$ cat src/rtl/rsl_pkg.sv
package rsl_pkg;
    parameter int ACC_W    = 32;
    parameter int OUT_W    = 16;
    parameter int NUM_SETS = 16;
    parameter int SEL_W    = 5;
    parameter int WDATA_W  = 16;
    parameter int FIELD_W  = 3;

    localparam int SET_W     = $clog2(NUM_SETS);
    localparam int ADDR_W    = FIELD_W + SET_W + 1;
    localparam int MAX_SHIFT = ACC_W - OUT_W;

    localparam logic [FIELD_W-1:0] FLD_RND_LO = 3'd0;
    localparam logic [FIELD_W-1:0] FLD_RND_HI = 3'd1;
    localparam logic [FIELD_W-1:0] FLD_SEL    = 3'd2;
    localparam logic [FIELD_W-1:0] FLD_LO     = 3'd3;
    localparam logic [FIELD_W-1:0] FLD_HI     = 3'd4;

    typedef struct packed {
        logic [ACC_W-1:0] rnd;
        logic [SEL_W-1:0] sel;
        logic [OUT_W-1:0] lo;
        logic [OUT_W-1:0] hi;
    } rsl_set_t;

    typedef struct packed {
        rsl_set_t [NUM_SETS-1:0] sets;
        logic                    lim_en;
    } rsl_bank_t;
endpackage

$ cat src/rtl/rsl_param_bank.sv
module rsl_param_bank
    import rsl_pkg::*;
(
    input  logic               clk,
    input  logic               rst_n,
    input  logic               wr_en,
    input  logic [ADDR_W-1:0]  wr_addr,
    input  logic [WDATA_W-1:0] wr_data,
    input  logic [SET_W-1:0]   rd_idx,
    output rsl_set_t           rd_set,
    output logic               lim_en
);
    rsl_bank_t bank_d, bank_q;

    logic [SET_W-1:0]   w_idx;
    logic [FIELD_W-1:0] w_fld;

    always_comb begin
        bank_d = bank_q;
        w_idx  = wr_addr[FIELD_W +: SET_W];
        w_fld  = wr_addr[FIELD_W-1:0];
        if (wr_en) begin
            if (wr_addr[ADDR_W-1]) begin
                if (wr_addr[ADDR_W-2:0] == '0) begin
                    bank_d.lim_en = wr_data[0];
                end
            end else begin
                case (w_fld)
                    FLD_RND_LO: bank_d.sets[w_idx].rnd[WDATA_W-1:0]     = wr_data;
                    FLD_RND_HI: bank_d.sets[w_idx].rnd[ACC_W-1:WDATA_W] = wr_data;
                    FLD_SEL:    bank_d.sets[w_idx].sel = wr_data[SEL_W-1:0];
                    FLD_LO:     bank_d.sets[w_idx].lo  = wr_data[OUT_W-1:0];
                    FLD_HI:     bank_d.sets[w_idx].hi  = wr_data[OUT_W-1:0];
                    default: ;
                endcase
            end
        end
    end

    always_ff @(posedge clk) begin
        if (!rst_n) begin
            bank_q <= '0;
        end else begin
            bank_q <= bank_d;
        end
    end

    assign rd_set = bank_q.sets[rd_idx];
    assign lim_en = bank_q.lim_en;
endmodule

$ cat src/rtl/rsl_round_sat.sv
module rsl_round_sat
    import rsl_pkg::*;
(
    input  logic [ACC_W-1:0] acc,
    input  logic [ACC_W-1:0] rnd,
    output logic [ACC_W-1:0] sum
);
    localparam logic [ACC_W-1:0] POS_MAX = {1'b0, {(ACC_W-1){1'b1}}};
    localparam logic [ACC_W-1:0] NEG_MIN = {1'b1, {(ACC_W-1){1'b0}}};

    logic [ACC_W:0] ext;

    always_comb begin
        ext = {acc[ACC_W-1], acc} + {rnd[ACC_W-1], rnd};
        if (ext[ACC_W] != ext[ACC_W-1]) begin
            sum = ext[ACC_W] ? NEG_MIN : POS_MAX;
        end else begin
            sum = ext[ACC_W-1:0];
        end
    end
endmodule

$ cat src/rtl/rsl_window_clamp.sv
module rsl_window_clamp
    import rsl_pkg::*;
(
    input  logic [ACC_W-1:0] sum,
    input  logic [SEL_W-1:0] sel,
    input  logic             lim_en,
    input  logic [OUT_W-1:0] lo,
    input  logic [OUT_W-1:0] hi,
    output logic [OUT_W-1:0] res
);
    logic [SEL_W-1:0] shamt;
    logic [OUT_W-1:0] win;
    logic [OUT_W-1:0] low_cut;

    always_comb begin
        shamt = (sel > SEL_W'(MAX_SHIFT)) ? SEL_W'(MAX_SHIFT) : sel;
        win   = sum[shamt +: OUT_W];
        low_cut = ($signed(win) < $signed(lo)) ? lo : win;
        if (!lim_en) begin
            res = win;
        end else if ($signed(low_cut) > $signed(hi)) begin
            res = hi;
        end else begin
            res = low_cut;
        end
    end
endmodule

$ cat src/rtl/rsl_output_stage.sv
module rsl_output_stage
    import rsl_pkg::*;
(
    input  logic               clk,
    input  logic               rst_n,
    input  logic [ACC_W-1:0]   acc_in,
    input  logic [SET_W-1:0]   set_sel,
    input  logic               wr_en,
    input  logic [ADDR_W-1:0]  wr_addr,
    input  logic [WDATA_W-1:0] wr_data,
    input  logic               out_en_n,
    output logic [OUT_W-1:0]   dout,
    output logic               dout_drive
);
    typedef struct packed {
        logic [ACC_W-1:0] acc;
        logic [SET_W-1:0] idx;
        logic [OUT_W-1:0] word;
    } stage_t;

    stage_t st_d, st_q;

    rsl_set_t         cur_set;
    logic             lim_en;
    logic [ACC_W-1:0] cur_rnd;
    logic [SEL_W-1:0] cur_sel;
    logic [OUT_W-1:0] cur_lo;
    logic [OUT_W-1:0] cur_hi;
    logic [ACC_W-1:0] s1_acc;
    logic [ACC_W-1:0] rnd_sum;
    logic [OUT_W-1:0] res;

    rsl_param_bank u_bank (
        .clk     (clk),
        .rst_n   (rst_n),
        .wr_en   (wr_en),
        .wr_addr (wr_addr),
        .wr_data (wr_data),
        .rd_idx  (st_q.idx),
        .rd_set  (cur_set),
        .lim_en  (lim_en)
    );

    assign cur_rnd = cur_set.rnd;
    assign cur_sel = cur_set.sel;
    assign cur_lo  = cur_set.lo;
    assign cur_hi  = cur_set.hi;
    assign s1_acc  = st_q.acc;

    rsl_round_sat u_round (
        .acc (s1_acc),
        .rnd (cur_rnd),
        .sum (rnd_sum)
    );

    rsl_window_clamp u_win (
        .sum    (rnd_sum),
        .sel    (cur_sel),
        .lim_en (lim_en),
        .lo     (cur_lo),
        .hi     (cur_hi),
        .res    (res)
    );

    always_comb begin
        st_d      = st_q;
        st_d.acc  = acc_in;
        st_d.idx  = set_sel;
        st_d.word = res;
    end

    always_ff @(posedge clk) begin
        if (!rst_n) begin
            st_q <= '0;
        end else begin
            st_q <= st_d;
        end
    end

    assign dout       = st_q.word;
    assign dout_drive = ~out_en_n;
endmodule

$ cat config.mk
export PLATFORM = sky130hd
export DESIGN_NAME = rsl_output_stage
export DESIGN_NICKNAME = d
export VERILOG_FILES = /design/src/rtl/rsl_pkg.sv /design/src/rtl/rsl_param_bank.sv /design/src/rtl/rsl_round_sat.sv /design/src/rtl/rsl_window_clamp.sv /design/src/rtl/rsl_output_stage.sv
export SDC_FILE = /design/constraint.sdc
export NUM_CORES = 2
export LEC_CHECK = 0
export BUFFER_PORTS_ARGS = -buffer_cell sky130_fd_sc_hd__buf_2
export CORE_MARGIN = 2
export CORE_UTILIZATION = 29
export CTS_CLUSTER_SIZE = 20
export DETAILED_ROUTE_END_ITERATION = 16
export GPL_ROUTABILITY_DRIVEN = 0
export PLACE_DENSITY = 0.51
export SYNTH_ARGS = -nofsm -noshare
export SYNTH_HDL_FRONTEND = slang
export SYNTH_SLANG_ARGS = --single-unit
export TNS_END_PERCENT = 100
$ cat constraint.sdc
create_clock -name clk -period 15.1 [get_ports clk]
set_clock_uncertainty 0.15 [all_clocks]
set_input_delay 2.265 -clock clk [delete_from_list [all_inputs] [get_ports clk]]
set_output_delay 2.265 -clock clk [all_outputs]
set_load 0.02 [all_outputs]
==> tab_implementation.tex <==
\begin{tabular}{lr}
\hline
Metric & Value \\
\hline
\multicolumn{2}{l}{\textbf{Status}} \\
Run status & finished, final reports clean \\
\multicolumn{2}{l}{\textbf{Yosys}} \\
Post-synthesis area per instance & 8.76 sq um \\
Mapped Nets & between 6000 and 7000 \\
Number of enable-type register cells in the synthesized netlist & 0 \\
Count of different cell masters after synthesis & just under 80 \\
Synthesized instance count & approximately 6400 \\
Async set or reset register ratio after synthesis & 0 \\
Leading register cell type out of synthesis & sky130\_fd\_sc\_hd\_\_dfxtp\_1 \\
Yosys warnings & 0 \\
Flip-flop and latch count after synthesis & 1157 \\
Cell Area, Synth & 56000 sq um \\
Proportion of synthesized chip area in sequential cells & 0.414 \\
\multicolumn{2}{l}{\textbf{CTS}} \\
Clock latency reported for the late side of the worst-skew pair & 0.80 ns \\
Count of cells resized by post-cts repair & 0 \\
H-tree lvl count & 3 \\
Cts hold-fix bufs & 0 \\
CTS tree & done \\
Number of setup buffers added after CTS & 0 \\
Clock transition at the register clock pins on the worst setup and hold paths after CTS & about 0.060 ns \\
CTS root buffer & sky130\_fd\_sc\_hd\_\_clkbuf\_16 \\
CTS max path bufs & 3 \\
TritonCTS sink count & 1157 \\
Number of clock buffers inserted by TritonCTS & between 100 and 150 \\
\multicolumn{2}{l}{\textbf{Timing}} \\
Setup slack of the critical path after layout & 2.55 ns \\
Final min period & $\sim$13 ns \\
Maximum clock rate & about 0.080 GHz \\
Setup repair after global routing missed its margin & false \\
Setup total negative slack & 0 ns \\
Tightest slew margin relative to the limit & 0.125 \\
Final-report max-slew violation count & 0 \\
Final cycle utilization of the critical path & 0.831 \\
Measured slew at the worst slew-check pin & between 1 and 1.5 ns \\
Hold Violations, Final & 0 \\
Final setup violation count & 0 \\
\multicolumn{2}{l}{\textbf{Routing}} \\
Post-detailed-route DRC marker count & 0 \\
Number of DRC markers in iteration 0 & 4759 \\
Routed vias & 46300 \\
Number of vias per cell & $\sim$5.3 \\
Number of antenna-violating nets in the routed design & 0 \\
Average routed wire per standard cell & between 20 and 25 microns \\
Count of TritonRoute iterations in the first routing pass & 7 \\
Wirelength, routed & 207000 microns \\
\multicolumn{2}{l}{\textbf{Cells and area}} \\
Fraction of layout cells with a size suffix above 1 & 0.126 \\
\# nets final & about 6300 \\
Area taken by multi-input logic gates & 30700 sq um \\
Register cell area after layout & about 23000 sq um \\
Commonest cells after routing, fill and taps aside & sky130\_fd\_sc\_hd\_\_nand2\_1 (2289), sky130\_fd\_sc\_hd\_\_dfxtp\_1 (1153), sky130\_fd\_sc\_hd\_\_a21boi\_0 (1104), sky130\_fd\_sc\_hd\_\_mux4\_2 (338), sky130\_fd\_sc\_hd\_\_o21ai\_0 (137) \\
Area growth, synth to finish & 11.6\% \\
Number of fill cells in the layout & 19700 \\
Most common library cell in the layout ignoring fill and taps & sky130\_fd\_sc\_hd\_\_nand2\_1 \\
\multicolumn{2}{l}{\textbf{Floorplanning}} \\
Standard cell core area & 192000 sq um \\
Die span in x & roughly 440 microns \\
Area of the die & slightly below 200000 sq um \\
Chip height & between 400 and 500 microns \\
Standard-cell rows & 161 \\
Top-level I/O count & 81 \\
Initial cell density of the core & 0.291 \\
\multicolumn{2}{l}{\textbf{Placed design}} \\
Worst-case setup slack after placement & approximately 2.7 ns \\
Port buffer count & 80 \\
HPWL after detailed placement & 127000 microns \\
\multicolumn{2}{l}{\textbf{Critical path}} \\
Critical path startpoint category & register \\
Worst Path Class, Setup & register to register \\
Kind of capture point of the worst setup path & register \\
Reg2reg setup slack & about 2.5 ns \\
Most common cell type on the critical path & sky130\_fd\_sc\_hd\_\_o21a\_1 \\
WP data required & approximately 16 ns \\
Cell with the biggest individual delay on the critical path & sky130\_fd\_sc\_hd\_\_dfxtp\_4 \\
Highest fanout seen on the critical path & between 50 and 60 \\
Worst path top cell family by delay & compound AO/OA/AOI/OAI gates \\
Max stage delay on crit path & between 0.8 and 0.9 ns \\
CP Data Arrival Time & 13.08 ns \\
WP buf/inv & 2 \\
\multicolumn{2}{l}{\textbf{Power}} \\
Pleak & 19.6 nW \\
Total power divided by cell area & $\sim$100 nW/um\^{}2 \\
Maximum resistive drop on vdd & 0.0957 mV \\
\multicolumn{2}{l}{\textbf{Run}} \\
Max-cap violation count & 0 \\
\multicolumn{2}{l}{\textbf{Global routing}} \\
Via count of the first global-routing pass & 43700 \\
Largest net degree at the start of global routing & 256 \\
Total overflow reported by the global router & 0 \\
Global-route usage over all layers & 0.204 \\
Initial antenna violation count & 9 \\
First-pass GRT wire length & a little over 300000 microns \\
\multicolumn{2}{l}{\textbf{Hold path}} \\
Hold WC Path Type & register to register \\
\hline
\end{tabular}
## final cells by class
class | count | share of cell area
Antenna cell | 5 | 0.000200
Sequential cell | 1157 | 0.371
Clock buffer | 180 | 0.0575
Multi-Input combinational cell | 4637 | 0.491
Timing Repair Buffer | 183 | 0.0202
Inverter | 45 | 0.00270
Clock inverter | 39 | 0.00717
Tap cell | 2526 | 0.0506
## path summary, 6_finish.rpt
check / start / to / depth (start not counted)
max: st_q[16] / dout[7] / 42
min: register / register / 2
min reg2reg: register / register / 2
max reg2reg: st_q[16] / dout[7] / 42
## worst register-to-register path, delay by kind of cell (launching register included)
kind,cells,cell delay (ns)
compound gates,26,6.11
fa+ha+maj,3,1.01
buf+inv,2,0.86
flops,1,0.86
mux,3,2.03
simple gates,8,1.44
## through the flow
| step | cell area (sq um) | total power, mW | hold slack, ns | cells | utilization |
|---|---|---|---|---|---|
| final | 62500 | 6.56 | 0.312 | 8772 | 0.325 |
| after global routing | 62500 | 6.76 | 0.331 | 8767 | 0.325 |
| after CTS | 62500 | 6.61 | 0.313 | 8767 | 0.325 |
| after detailed placement | 58400 | 3.53 | 0.305 | 8548 | 0.304 |
| after global placement | 58400 | 3.53 | 0.298 | 8548 | 0.304 |
| after floorplan | 56000 | 3.40 | 0.290 | 6391 | - |
## Yosys cell counts, drive strengths merged, types with 27 or more instances
cell	n	area [sq um]
nor2	156	586
buf	64	330
o21ai	151	756
clkbuf	488	1830
a21boi	1105	8300
dfxtp	1157	23200
nand2	2289	8590
mux2i	31	310
and2	44	275
mux4	338	7610
a21oi	80	400
ha	61	763
o21a	27	203
inv	44	165
a211oi	27	213
## report_power, final
part	internal, mW	total (mW)	switching [mW]
logic	0.134	0.385	0.251
registers	3.06	3.08	0.0224
clock network	1.76	3.09	1.33
## kinds of logic after synthesis
kind of cell / after synthesis / synth area share
muxes: 388 / 0.145
AOI/OAI and AO/OA: 1531 / 0.197
DFF: 1157 / 0.414
buffers and inverters: 597 / 0.0416
xor gates and xnor gates: 21 / 0.00328
adders and majority gates: 63 / 0.0142
and+or+nand+nor: 2634 / 0.185
## metal layers
metal,global-route usage,routed length (microns),vias up
met4,0.0659,6760,2
met5,0,13,-
li1,-,-,21400
met1,0.282,91900,23100
met2,0.329,95500,1627
met3,0.0268,12600,309
(Power assumes the default switching activity.)
